$ cat config.mk
export PLATFORM = sky130hd
export DESIGN_NAME = spi_cmd_frame_dec
export DESIGN_NICKNAME = d
export VERILOG_FILES = /design/src/rtl/spicmd_pkg.sv /design/src/rtl/scd_sync_edge.sv /design/src/rtl/scd_shifter.sv /design/src/rtl/scd_regbank.sv /design/src/rtl/spi_cmd_frame_dec.sv
export SDC_FILE = /design/constraint.sdc
export NUM_CORES = 1
export LEC_CHECK = 0
export CAP_MARGIN = 20
export CELL_PAD_IN_SITES_DETAIL_PLACEMENT = 1
export CELL_PAD_IN_SITES_GLOBAL_PLACEMENT = 2
export CORE_UTILIZATION = 31
export CTS_CLUSTER_DIAMETER = 120
export DETAILED_ROUTE_END_ITERATION = 8
export HOLD_SLACK_MARGIN = 0.15
export PLACE_DENSITY_LB_ADDON = 0.1
export SLEW_MARGIN = 15
export SYNTH_ARGS = -nofsm -noshare
export SYNTH_HDL_FRONTEND = slang
export SYNTH_SLANG_ARGS = --single-unit
$ cat constraint.sdc
create_clock -name clk -period 1.7 [get_ports clk]
set_input_delay 0.17 -clock clk [delete_from_list [all_inputs] [get_ports clk]]
set_output_delay 0.17 -clock clk [all_outputs]
set_load 0.005 [all_outputs]
$ cat src/rtl/spicmd_pkg.sv
package spicmd_pkg;
  localparam int FRAME_W = 22;
  localparam int OP_W    = 6;
  localparam int ADDR_W  = 8;
  localparam int DATA_W  = 8;
  localparam int CNT_W   = $clog2(FRAME_W + 2);
  localparam logic [CNT_W-1:0] CNT_FULL = CNT_W'(FRAME_W);
  localparam logic [CNT_W-1:0] CNT_SAT  = CNT_W'(FRAME_W + 1);
  localparam logic [OP_W-1:0] OP_READ  = 6'h01;
  localparam logic [OP_W-1:0] OP_WRITE = 6'h02;
endpackage

$ cat src/rtl/scd_sync_edge.sv
module scd_sync_edge (
  input  logic clk,
  input  logic rst,
  input  logic cs_n,
  input  logic sclk,
  input  logic sdi,
  output logic cs_act,
  output logic cs_fall,
  output logic cs_rise,
  output logic sck_rise,
  output logic sck_fall,
  output logic sdi_s
);
  // index 0 is the newest sample, index 2 the previous synchronized one
  logic [2:0] cs_q;
  logic [2:0] ck_q;
  logic [1:0] di_q;

  always_ff @(posedge clk) begin
    if (rst) begin
      cs_q <= 3'b111;
      ck_q <= 3'b000;
      di_q <= 2'b00;
    end else begin
      cs_q <= {cs_q[1:0], cs_n};
      ck_q <= {ck_q[1:0], sclk};
      di_q <= {di_q[0], sdi};
    end
  end

  assign cs_act   = ~cs_q[1];
  assign cs_fall  =  cs_q[2] & ~cs_q[1];
  assign cs_rise  = ~cs_q[2] &  cs_q[1];
  assign sck_rise = cs_act & ~ck_q[2] &  ck_q[1];
  assign sck_fall = cs_act &  ck_q[2] & ~ck_q[1];
  assign sdi_s    = di_q[1];
endmodule

$ cat src/rtl/scd_shifter.sv
module scd_shifter
  import spicmd_pkg::*;
(
  input  logic               clk,
  input  logic               rst,
  input  logic               cs_fall,
  input  logic               cs_rise,
  input  logic               sck_rise,
  input  logic               sck_fall,
  input  logic               sdi_s,
  input  logic [FRAME_W-1:0] resp,
  output logic [FRAME_W-1:0] isr_word,
  output logic [CNT_W-1:0]   frm_cnt,
  output logic               sdo
);
  logic [FRAME_W-1:0] isr;
  logic [FRAME_W-1:0] osr;
  logic [CNT_W-1:0]   cnt;

  always_ff @(posedge clk) begin
    if (rst) begin
      isr <= '0;
      osr <= '0;
      cnt <= '0;
    end else if (cs_fall) begin
      cnt <= '0;
      osr <= resp;
    end else begin
      if (sck_rise) begin
        isr <= {isr[FRAME_W-2:0], sdi_s};
        if (cnt != CNT_SAT) cnt <= cnt + 1'b1;
      end
      if (cs_rise)       osr <= '0;
      else if (sck_fall) osr <= {osr[FRAME_W-2:0], 1'b0};
    end
  end

  assign isr_word = isr;
  assign frm_cnt  = cnt;
  assign sdo      = osr[FRAME_W-1];
endmodule

$ cat src/rtl/scd_regbank.sv
module scd_regbank
  import spicmd_pkg::*;
#(
  parameter int NREG  = 4,
  parameter int REG_W = DATA_W
) (
  input  logic                  clk,
  input  logic                  rst,
  input  logic                  cmd_stb,
  input  logic [FRAME_W-1:0]    cmd_word,
  input  logic                  cs_fall,
  output logic                  rd_pend,
  output logic [REG_W-1:0]      rd_data,
  output logic [NREG*REG_W-1:0] ctrl_q
);
  localparam int IDX_W = (NREG > 1) ? $clog2(NREG) : 1;

  logic [REG_W-1:0]  regs [NREG];
  logic [OP_W-1:0]   op;
  logic [ADDR_W-1:0] addr;
  logic [REG_W-1:0]  wdat;
  logic [IDX_W-1:0]  idx;
  logic              in_rng;

  assign op     = cmd_word[FRAME_W-1 -: OP_W];
  assign addr   = cmd_word[FRAME_W-OP_W-1 -: ADDR_W];
  assign wdat   = cmd_word[REG_W-1:0];
  assign idx    = addr[IDX_W-1:0];
  assign in_rng = int'(addr) < NREG;

  always_ff @(posedge clk) begin
    if (rst) begin
      for (int i = 0; i < NREG; i++) regs[i] <= '0;
      rd_pend <= 1'b0;
      rd_data <= '0;
    end else begin
      if (cs_fall) rd_pend <= 1'b0;
      if (cmd_stb) begin
        if (op == OP_WRITE && in_rng) regs[idx] <= wdat;
        if (op == OP_READ) begin
          rd_pend <= 1'b1;
          rd_data <= in_rng ? regs[idx] : '0;
        end
      end
    end
  end

  for (genvar g = 0; g < NREG; g++) begin : g_out
    assign ctrl_q[g*REG_W +: REG_W] = regs[g];
  end
endmodule

$ cat src/rtl/spi_cmd_frame_dec.sv
module spi_cmd_frame_dec
  import spicmd_pkg::*;
#(
  parameter int NREG   = 4,
  parameter int REG_W  = DATA_W,
  parameter int CONV_W = 16
) (
  input  logic                  clk,
  input  logic                  rst,
  input  logic                  cs_n,
  input  logic                  sclk,
  input  logic                  sdi,
  input  logic [CONV_W-1:0]     conv_data,
  output logic                  sdo,
  output logic [NREG*REG_W-1:0] ctrl_q
);
  logic cs_act, cs_fall, cs_rise, sck_rise, sck_fall, sdi_s;
  logic [FRAME_W-1:0] isr_word;
  logic [FRAME_W-1:0] resp;
  logic [CNT_W-1:0]   frm_cnt;
  logic               cmd_stb;
  logic               rd_pend;
  logic [REG_W-1:0]   rd_data;

  scd_sync_edge u_sync (
    .clk(clk), .rst(rst), .cs_n(cs_n), .sclk(sclk), .sdi(sdi),
    .cs_act(cs_act), .cs_fall(cs_fall), .cs_rise(cs_rise),
    .sck_rise(sck_rise), .sck_fall(sck_fall), .sdi_s(sdi_s)
  );

  scd_shifter u_shift (
    .clk(clk), .rst(rst), .cs_fall(cs_fall), .cs_rise(cs_rise),
    .sck_rise(sck_rise), .sck_fall(sck_fall), .sdi_s(sdi_s),
    .resp(resp), .isr_word(isr_word), .frm_cnt(frm_cnt), .sdo(sdo)
  );

  // a frame counts as a command once at least a full word was clocked in
  assign cmd_stb = cs_rise && (frm_cnt >= CNT_FULL);

  scd_regbank #(.NREG(NREG), .REG_W(REG_W)) u_regs (
    .clk(clk), .rst(rst), .cmd_stb(cmd_stb), .cmd_word(isr_word),
    .cs_fall(cs_fall), .rd_pend(rd_pend), .rd_data(rd_data), .ctrl_q(ctrl_q)
  );

  assign resp = rd_pend ? {rd_data, {(FRAME_W-REG_W){1'b0}}}
                        : {conv_data, {(FRAME_W-CONV_W){1'b0}}};

  // cs_act feeds only the bound checker
  logic unused_ok;
  assign unused_ok = cs_act;
endmodule

# After elaboration in Yosys (flattened, before gate mapping)
# Memory sizes are Yosys's and may differ from the RTL's. A register that Yosys moved wholly into a read port is not among the register bits.
# Index checks and enable logic that the tools add are counted.
# W data, S select, Z words.
[op_classes]
addsub = 1
mul = 0
div_mod_pow = 0
order_cmp = 2
n_eq_ne = 3
shifts = 0
muxes = 19
bitwise = 11
reduce_logical = 8
[op_table]
columns = ["cell", "n"]
rows = [
  ["$mux W22", 4],
  ["$mux W8", 2],
  ["$mux W1", 10],
  ["$lt A8 B3 Y1 const B", 1],
  ["$reduce_or A8 Y1", 1],
  ["$and A1 B1 Y1", 6],
  ["$eq A6 B1 Y1 const B", 1],
  ["$eq A6 B2 Y1 const B", 1],
  ["$mux W2", 3],
  ["$reduce_and A2 Y1", 3],
  ["$add A5 B1 Y5 const B", 1],
  ["$ge A5 B5 Y1 const B", 1],
  ["$ne A5 B5 Y1 const B", 1],
  ["$not A1 Y1", 5],
  ["$reduce_bool A3 Y1", 1],
  ["$logic_and A1 B1 Y1", 2],
  ["$reduce_or A2 Y1", 1],
]
[totals]
reg_bits = 66
latch_bits = 0
mem_bits_rw = 32
romBits = 0
inputBits = 21
out_inout_bits = 33
word_cells = 53
memories = 1
[mem_list]
columns = ["memory", "depth", "width", "read_ports", "rd_clocked_by_memory_dff", "write_ports", "line_no", "source"]
rows = [
  ["u_regs.regs", 4, 8, 5, 1, 4, "scd_regbank.sv:18", "logic [REG_W-1:0] regs [NREG];"],
]

# Logic depth before layout (Yosys ltp)
# Gate-level depths: netlist of run 1.
[depth]
ltp_word = 8
mapped_depth = 7
depth_no_buf = 6

# Cells and area by module
# From an unflattened synthesis of run 1, not the netlist that was laid out.
[unflattened]
hier_cells = 419
hier_area_um2 = 4287.9
[modules_own_cells]
columns = ["mod", "instances", "cells_per_inst", "area_per_inst_um2", "seq_area_each_um2"]
rows = [
  ["scd_shifter", 1, 246, 1999.4, 980.9],
  ["scd_regbank", 1, 130, 1836.8, 1141.1],
  ["scd_sync_edge", 1, 21, 241.5, 160.2],
  ["spi_cmd_frame_dec", 1, 22, 210.2, 0.0],
]

# Worst setup path before layout of run 1
# No wires, ideal clock.
[synth_path]
kind = "register to register"
startpoint = "reg u_shift.isr[18], in the netlist u_shift.isr_word[18]"
endpoint = "mem u_regs.regs[0][0] (netlist name) (enable)"
setup_time_ps = 326
arrival_ps = 1432
t_required_ps = 1374
slack_ps = -58
path_stages_with_launch = 5
path_buffers = 0
synth_period_minus_slack_ps = 1758
cell_sequence = "dfxtp_1 -> nor4_2 -> o211ai_1 -> nor3_1 -> a21o_1"
[synth_rtl]
columns = ["item", "line_no", "source"]
rows = [
  ["start: declaration", "scd_shifter.sv:16", "logic [FRAME_W-1:0] isr;"],
  ["start signal: assignment", "scd_shifter.sv:30", "isr <= {isr[FRAME_W-2:0], sdi_s};"],
  ["end: declaration", "scd_regbank.sv:18", ""],
]

==> results of run 1 <==
where the power goes:
part | leakage (µW) | switching, µW | total (µW) | internal [µW]
clock network | 0.000122 | 830 | 1820 | 986
registers | 0.000809 | 47.2 | 2440 | 2390
logic | 0.000981 | 144 | 343 | 199
placed cells by master (no fill, tap or decap), types with 6 or more instances in the layout:
| master | instances |
|---|---|
| nor2_1 | 30 |
| and2_1 | 9 |
| and3_1 | 25 |
| dfxtp_1 | 58 |
| buf_4 | 33 |
| buf_12 | 6 |
| inv_1 | 8 |
| nand3b_1 | 8 |
| clkdlybuf4s50_1 | 52 |
| nand2_1 | 48 |
| a211oi_1 | 15 |
| mux2i_1 | 8 |
| a22oi_1 | 7 |
| nand2b_1 | 6 |
| edfxtp_1 | 32 |
| mux4_2 | 8 |
| o31ai_1 | 7 |
| clkbuf_16 | 9 |
| nor2b_1 | 9 |
| a21oi_1 | 33 |
timing repair:
item	4_1_cts	5_1_grt
setup endpoints to repair	65	69
pin swaps	8	5
resized for setup	6	5
setup buffers	5	3
hold endpoints to repair	0	0
metrics by stage:
| step | util (%) | instances | hold slack [ps] | total power, µW |
|---|---|---|---|---|
| final | 43.0 | 625 | 269 | 4600 |
| after global routing | 43.0 | 625 | 271 | 4810 |
| after CTS | 42.7 | 622 | 266 | 4670 |
| after detailed placement | 40.1 | 602 | 404 | 2840 |
| after global placement | 40.1 | 602 | 407 | 2830 |
| after floorplan | - | 372 | 274 | 2620 |
kinds of logic after synthesis:
| logic type | after synthesis |
|---|---|
| AOI/OAI and AO/OA | 72 |
| xor gates and xnor gates | 5 |
| adders and majority gates | 2 |
| buffers and inverters | 33 |
| DFF | 94 |
| muxes | 16 |
| and+or+nand+nor | 150 |
how the worst max path moves through the flow:
stage | end | slack [ps] | start | cells after the start
2_1_floorplan | u_regs.rd_data[0] | 2 | u_shift.frm_cnt[0] | 7
3_3_place_gp | u_regs.regs[3][5] | -80 | u_shift.isr_word[18] | 4
3_5_place_dp | u_regs.regs[3][4] | -150 | u_shift.isr_word[18] | 4
4_1_cts | u_regs.regs[1][5] | -70 | u_shift.isr_word[21] | 6
5_1_grt | u_regs.regs[0][4] | -150 | u_shift.frm_cnt[0] | 8
6_report | u_regs.regs[2][1] | -60 | u_shift.frm_cnt[0] | 8
layer usage:
layer  vias to the layer above  global-route usage, %  part of all wire (%)
li1                       1481                      -                     -
met1                      1410                   21.0                    48
met2                        40                   27.5                    49
met3                         6                   4.98                   3.1
met4                         0                   4.42                  0.69
met5                         -                      0                     0
flip-flops by register name, indices dropped and copies added (netlist names), named ones only:
name and cells:
u_sync.ck_q 3, u_sync.cs_q 3, u_regs.rd_pend 1, u_regs.regs 32, u_shift.frm_cnt 5, u_sync.di_q 2
u_shift.osr 16, u_regs.rd_data 8, u_shift.isr_word 22
area by class of cell:
type,instances,area [µm²]
flip-flops and latches,94,2210
multi-input cells,245,1620
repair buffers,93,905
fillers,1334,6930
inverters,9,33.8
well taps,168,210
clock inverters,4,23.8
clock buffers,12,236
critical path: cells and delay by family, from the launching register on:
kind / cells / cell delay (ps)
simple gates: 2 / 470
buf+inv: 3 / 440
flops: 1 / 320
compound gates: 2 / 230
fa+ha+maj: 1 / 160
==> flow_summary.yaml, run 1 <==
outcome:
  status: "complete, but fails checks"
  violations: "setup timing"
clock_network:
  clockBufferDepth: 2
  cts.root.buffer_cell: "clkbuf_16"
  path_clk_slew_ps: 70
  clock_latency_ps: 340
  clock-sinks: 94
  cts_htree_levels: 3
  cts_made_buffers: 9
  postCtsHoldBufs: 0
  cts_tree: "yes"
drt:
  vias_per_cell: 4.70
  routed_wl_um: 10100
  firstDrtPassIters: 4
  wl_per_cell_um: 16.2
  via_count: 2937
  drc: 0
  ant_nets: 0
  drt_iter0_drc: 159
timing:
  fmax_ghz: 0.568
  slew_viol_final: 0
  fin_crit_sh_pct: 104
  fin_ws_ps: -59.8
  setup_tns_ps: -1550
  setup_violations: 56
  fin_crit_ps: 1760
  fin_skew_ps: 8.96
  slew_headroom_pct: 61.2
  tightestPinTransition_ps: 581
  rsz0062_at_grt: "yes"
  hold_violations: 0
synthesis:
  synthAdderAreaFrac_pct: 0.641
  synth_xor_area_share_pct: 1.12
  synth_edf_count: 32
  synth_mux_area_share_pct: 6.67
  synth_top_cell_by_area: "dfxtp_1"
  yosysWarnings: 0
  netlist_top_cells_area: "dfxtp_1, edfxtp_1, mux4_2"
  netlist_area_um2: 3900
  async_flop_share_pct: 0
  synth_top_area_share_pct: 31.8
  synth_commonest_cells: "dfxtp_1, nand2_1, a21oi_1"
  yosysSeqAreaShare_pct: 56.4
  synth_compound_area_share_pct: 11.8
  synthesis.nets: 395
  ys.flop_type: "dfxtp_1"
  ys_types: 37
  yosysMostFrequentCell: "dfxtp_1"
  syn_inst: 372
  synth.avg_cell_area_um2: 10.5
  ys_ff_latch: 94
  synth-simple-area-share_pct: 20.0
  synth_top_family_by_area: "simple AND/OR/NAND/NOR gates"
placement:
  place_area_um2: 4870
  port_buffers: 53
  place_hpwl_um: 7100
  gp_congestion: 0.743
  pre_cts_slack_ps: -150
final_layout:
  final_cell_area_um2: 5230
  n_antenna_cell: 0
  syn_to_final_growth_pct: 34.0
  nets: 475
  drive_above_1_share_pct: 17.3
floorplan:
  die_w_um: 114
  boundaryPins: 54
  die_y_um: 114
  dieArea_um2: 13000
  fp-row-count: 40
  core_area_um2: 12200
  start_util_pct: 32.1
setup_path:
  critPathLaunchType: "register"
  r2r-end: "u_regs.regs[2][1]"
  cp_data_arrival_time_ps: 1970
  cp_slowest_cell: "dfxtp_2"
  endpoint_kind: "register"
  worstPathCellList: "inv_2 > ha_2 > o21a_1 > o211ai_1 > buf_4 > nor4_4 > buf_12 > and3_1"
  reg2regPathDepth: 8
  crit_type: "register to register"
  rr_startpoint: "u_shift.frm_cnt[0]"
  crit_required_ps: 1910
  path_max_fanout: 32
  slowest_delay_ps: 320
  rrSetupSlack_ps: -60
power_and_ir_drop:
  power.leakage_uw: 0.00191
  powerDensity_nw_per_um2: 879
  ir_worst_vdd_v: 0.000583
min_path:
  min_to: "u_shift.isr_word[3]"
  hold_depth: 2
  hold_path_class: "input pin to register"
  min_from: "rst"
global_routing:
  grt_max_degree: 33
  grt_pass1_wl_um: 16100
  grt.total_usage_pct: 16.6
  antenna_found_initial: 0
  overflow: 0
  grt_pass1_vias: 3031
run:
  cap_violations: 0
(Power assumes the default switching activity.)
==> run 2: changes to the inputs <==
==> constraint.sdc (replaced) <==
create_clock -name clk -period 1.7 [get_ports clk]
set_input_delay 0.17 -clock clk [delete_from_list [all_inputs] [get_ports clk]]
set_output_delay 0.17 -clock clk [all_outputs]
set_load 0.1 [all_outputs]
==> flow_summary.yaml, run 2 (synthesis gave the netlist of run 1 again) <==
timing:
  rsz0062_at_grt: "yes"
  slew_headroom_pct: 61.9
  fin_ws_ps: -76.7
  hold_violations: 0
  slew_viol_final: 0
  fin_skew_ps: 4.78
  setup_violations: 56
  fin_crit_sh_pct: 105
  fin_crit_ps: 1780
  fmax_ghz: 0.563
  tightestPinTransition_ps: 570
placement:
  place_hpwl_um: 7040
  placed_cells: 602
  port_buffers: 53
  place_area_um2: 5000
  gp_congestion: 0.746
setup_path:
  slowest_delay_ps: 330
  rr_startpoint: "u_shift.isr_word[18]"
  rrSetupSlack_ps: -80
  cpLargestDelayFamily: "simple AND/OR/NAND/NOR gates"
  r2r-end: "u_regs.regs[1][2]"
  worst-path-buf-inv: 2
  crit_type: "register to register"
  critPathLaunchType: "register"
  crit_required_ps: 1910
  cp_slowest_cell: "dfxtp_2"
  cp_common_cell: "nor4_4"
  path_max_fanout: 32
  endpoint_kind: "register"
  worstPathCellList: "nor4_4 > o211ai_1 > buf_4 > nor4_4 > buf_12 > and3_4"
  reg2regPathDepth: 6
  cp_data_arrival_time_ps: 1990
outcome:
  violations: "setup timing"
  status: "complete, but fails checks"
floorplan:
  dieArea_um2: 13000
  core_area_um2: 12200
  fp-row-count: 40
  start_util_pct: 32.1
  die_y_um: 114
  boundaryPins: 54
  die_w_um: 114
clock_network:
  clock_latency_ps: 340
  cts_htree_levels: 3
  postCtsHoldBufs: 0
  path_clk_slew_ps: 60
  cts.root.buffer_cell: "clkbuf_16"
  cts_made_buffers: 9
  cts_tree: "yes"
  clockBufferDepth: 2
  clock-sinks: 94
drt:
  routed_wl_um: 10000
  drc: 0
  wl_per_cell_um: 16.2
  drt_iter0_drc: 155
  via_count: 2954
  ant_nets: 0
  vias_per_cell: 4.76
  firstDrtPassIters: 4
global_routing:
  grt_pass1_vias: 3062
  grt_max_degree: 33
  antenna_found_initial: 0
  overflow: 0
  grt.total_usage_pct: 16.5
  grt_pass1_wl_um: 16300
final_layout:
  n_antenna_cell: 0
  largest_reg_flops: 32
  nets: 470
  syn_to_final_growth_pct: 37.5
  fill_cells: 1313
  postLayoutCoreUtil_pct: 44.1
  seq_area_um2: 2210
  fin_cells: 620
  final_cell_mix: "dfxtp_1, nand2_1, buf_4, a21oi_1, edfxtp_1"
  final_common_cell: "dfxtp_1"
  multiInputGateArea_um2: 1660
  drive_above_1_share_pct: 25.4
  largest-register: "u_regs.regs"
  final_cell_area_um2: 5370
power_and_ir_drop:
  p_sw_share_pct: 26.9
  power.leakage_uw: 0.00202
  p_sw_uw: 1340
  p_int_uw: 3640
  pwr-share-comb_pct: 13.7
  ir_worst_vdd_v: 0.000580
  total_power_uw: 4980
  p_seq_share_pct: 49.2
  p_clk_share_pct: 37.1
  powerDensity_nw_per_um2: 929
min_path:
  min_from: "rst"
  hold_depth: 2
  min_to: "u_shift.isr_word[0]"
  hold_path_class: "input pin to register"
run:
  cap_violations: 0
[run 2: changes by cell type in the layout (fill, tap and decap cells not counted), moves of 2 or more]
cell	before	now
buf_4	33	45
clkinv_2	0	4
clkdlybuf4s50_1	52	19
buf_12	6	23
o31ai_2	1	3
o31ai_1	7	5
clkbuf_1	3	0
[run 2: worst max-delay path by stage]
stage / startpoint / endpoint / slack, ps / depth (start not counted)
after floorplan: u_shift.frm_cnt[0] / u_regs.rd_data[0] / 2 / 7
after global placement: u_shift.isr_word[18] / u_regs.regs[3][4] / -90 / 4
after detailed placement: u_shift.isr_word[18] / u_regs.regs[3][4] / -130 / 4
after CTS: u_shift.isr_word[21] / u_regs.regs[1][3] / -110 / 6
after global routing: u_shift.isr_word[18] / u_regs.regs[2][2] / -170 / 6
final: u_shift.isr_word[18] / u_regs.regs[1][2] / -80 / 6
[run 2: worst register-to-register path, delay by kind of cell, from the launching register on]
kind / cells / cell delay [ps]
AO/OA/AOI/OAI: 1 / 160
buffers and inverters: 2 / 370
flip-flops: 1 / 330
AND/OR/NAND/NOR: 3 / 780
[run 2: layer usage]
layer	track usage [%]	wire, µm	vias to the layer above
met4	5.45	117	0
met3	4.02	329	9
met1	21.5	4780	1436
met5	0	0	-
met2	26.9	4800	36
li1	-	-	1473
[run 2: metrics by stage]
| stage | setup TNS [ps] | worst slack (ps) | hold slack, ps |
|---|---|---|---|
| floorplan | 0 | 2.31 | 274 |
| global placement | -2570 | -88.9 | 425 |
| detailed placement | -5810 | -128 | 434 |
| CTS | -4490 | -112 | 185 |
| global route | -8680 | -171 | 213 |
| finish | -2880 | -76.7 | 203 |
[run 2: cell type report]
cell class | count | area share, %
clock buffers | 10 | 4.45
clock inverters | 6 | 0.513
inverters | 9 | 0.629
multi-input cells | 245 | 30.8
flip-flops and latches | 94 | 41.1
well taps | 168 | 3.92
repair buffers | 88 | 18.5
[run 2: power by group through the flow]
stage	Sequential (µW)	Combinational [µW]	Clock [µW]
finish	2450	684	1850
global route	2460	718	2010
CTS	2450	688	1900
detailed placement	2500	684	0
global placement	2500	682	0
floorplan	2780	143	0
[run 2: timing repair]
action	CTS	global route
pin swaps	4	6
setup buffers	2	1
endpoints found under the hold margin	0	0
setup endpoints to repair	64	74
resized for setup	4	14
==> run 3: changes to the inputs <==
--- a/config.mk
+++ b/config.mk
@@ -13,6 +13,7 @@
 export DETAILED_ROUTE_END_ITERATION = 8
 export HOLD_SLACK_MARGIN = 0.15
 export PLACE_DENSITY_LB_ADDON = 0.1
+export RECOVER_POWER = 50
 export SLEW_MARGIN = 15
 export SYNTH_ARGS = -nofsm -noshare
 export SYNTH_HDL_FRONTEND = slang
==> flow_summary.yaml, run 3 (synthesis gave the netlist of run 1 again) <==
final_layout:
  final_cell_area_um2: 5050
  fill_cells: 1352
  final_cell_mix: "dfxtp_1, nand2_1, a21oi_1, clkbuf_2, edfxtp_1"
  largest_reg_flops: 32
  drive_above_1_share_pct: 24.8
  largest-register: "u_regs.regs"
  final_common_cell: "dfxtp_1"
  syn_to_final_growth_pct: 29.3
  nets: 470
  n_antenna_cell: 0
  seq_area_um2: 2210
  multiInputGateArea_um2: 1650
global_routing:
  grt_busiest_layer: "met2"
  antenna_found_initial: 0
  grt_max_degree: 33
  grt_pass1_wl_um: 16300
  grtUsageMet1_pct: 21.5
  use_met3_pct: 4.02
  overflow: 0
  grt_pass1_vias: 3062
  use_met2_pct: 26.9
  grt.total_usage_pct: 16.5
clock_network:
  clock_latency_ps: 340
  path_clk_slew_ps: 60
  clockBufferDepth: 2
  cts_made_buffers: 9
  clock-sinks: 94
  cts_htree_levels: 3
  cts_tree: "yes"
  cts.root.buffer_cell: "clkbuf_16"
floorplan:
  dieArea_um2: 13000
  core_area_um2: 12200
  boundaryPins: 54
  die_y_um: 114
  die_w_um: 114
  start_util_pct: 32.1
  fp-row-count: 40
timing:
  fin_crit_ps: 1780
  fmax_ghz: 0.563
  fin_crit_sh_pct: 105
  fin_ws_ps: -77.2
  rsz0062_at_grt: "yes"
  slew_viol_final: 0
  setup_violations: 56
  hold_violations: 0
  hold_slack_ps: 203
  slew_headroom_pct: 42.8
  fin_skew_ps: 4.12
  tightestPinTransition_ps: 857
power_and_ir_drop:
  pwr-share-comb_pct: 12.3
  p_sw_share_pct: 27.2
  p_sw_uw: 1330
  power.leakage_uw: 0.00191
  p_int_uw: 3560
  p_clk_share_pct: 37.8
  p_seq_share_pct: 50.0
  ir_worst_vdd_v: 0.000580
  powerDensity_nw_per_um2: 968
outcome:
  violations: "setup timing"
  status: "complete, but fails checks"
drt:
  firstDrtPassIters: 4
  wl_per_cell_um: 16.2
  drt_iter0_drc: 186
  drc: 0
  vias_per_cell: 4.76
  via_count: 2949
  ant_nets: 0
  routed_wl_um: 10000
placement:
  gp_congestion: 0.746
  place_hpwl_um: 7040
  place_area_um2: 5000
  port_buffers: 53
setup_path:
  cp_data_arrival_time_ps: 1990
  path_max_fanout: 32
  critPathLaunchType: "register"
  rrSetupSlack_ps: -80
  crit_type: "register to register"
  endpoint_kind: "register"
  crit_required_ps: 1910
min_path:
  hold_path_class: "input pin to register"
run:
  cap_violations: 0
run 3: cell types whose count changed in the layout (fill, tap and decap cells not counted), sizes merged:
cell / change
buf: -37
clkbuf: +37
run 3: path summary, 6_finish.rpt:
path,start,end,cells past startpoint
min,rst,u_shift.isr_word[0],2
max reg2reg,u_shift.isr_word[18],u_regs.regs[1][2],6
min reg2reg,u_sync.cs_q[0],u_sync.cs_q[1],1
max,u_shift.isr_word[18],u_regs.regs[1][2],6
run 3: worst max-delay path: stages, from the launching register on:
cell	delay, ps
dfxtp_2	330
nor4_4	290
o211ai_1	160
buf_4	170
nor4_4	300
buf_12	200
and3_4	180
run 3: per-stage QoR:
| stage | total power (µW) | TNS, ps | std cells | util [%] | worst slack (ps) |
|---|---|---|---|---|---|
| global placement | 3180 | -2570 | 602 | 41.1 | -88.9 |
| CTS | 5050 | -4490 | 619 | 43.6 | -112 |
| floorplan | 2920 | 0 | 372 | - | 2.31 |
| detailed placement | 3190 | -5810 | 602 | 41.1 | -128 |
| finish | 4880 | -2870 | 620 | 41.5 | -77.2 |
| global route | 5080 | -8690 | 620 | 41.5 | -171 |
run 3: what timing repair did:
action                                  CTS  global route
pin swaps                                 4             6
hold buffers                              0             0
endpoints found under the setup margin   64            74
setup buffers                             2             1
resized for setup                         4            14
run 3: power groups by stage:
| stage | sequential [µW] | clock (µW) | combinational, µW |
|---|---|---|---|
| final | 2440 | 1850 | 599 |
| after CTS | 2450 | 1900 | 688 |
| after detailed placement | 2500 | 0 | 684 |
| after floorplan | 2780 | 0 | 143 |
| after global routing | 2450 | 2010 | 632 |
| after global placement | 2500 | 0 | 682 |
run 3: layer usage:
layer	share of wire, %	up-vias
li1	-	1474
met3	4.0	9
met5	0	-
met4	1.2	0
met2	48	43
met1	47	1423
run 3: cell type report:
cell class / instances / share of cell area (%)
Multi-Input combinational cell: 245 / 32.7
Tap cell: 168 / 4.17
Timing Repair Buffer: 88 / 13.4
Sequential cell: 94 / 43.8
Clock buffer: 10 / 4.74
Inverter: 9 / 0.669
Clock inverter: 6 / 0.545
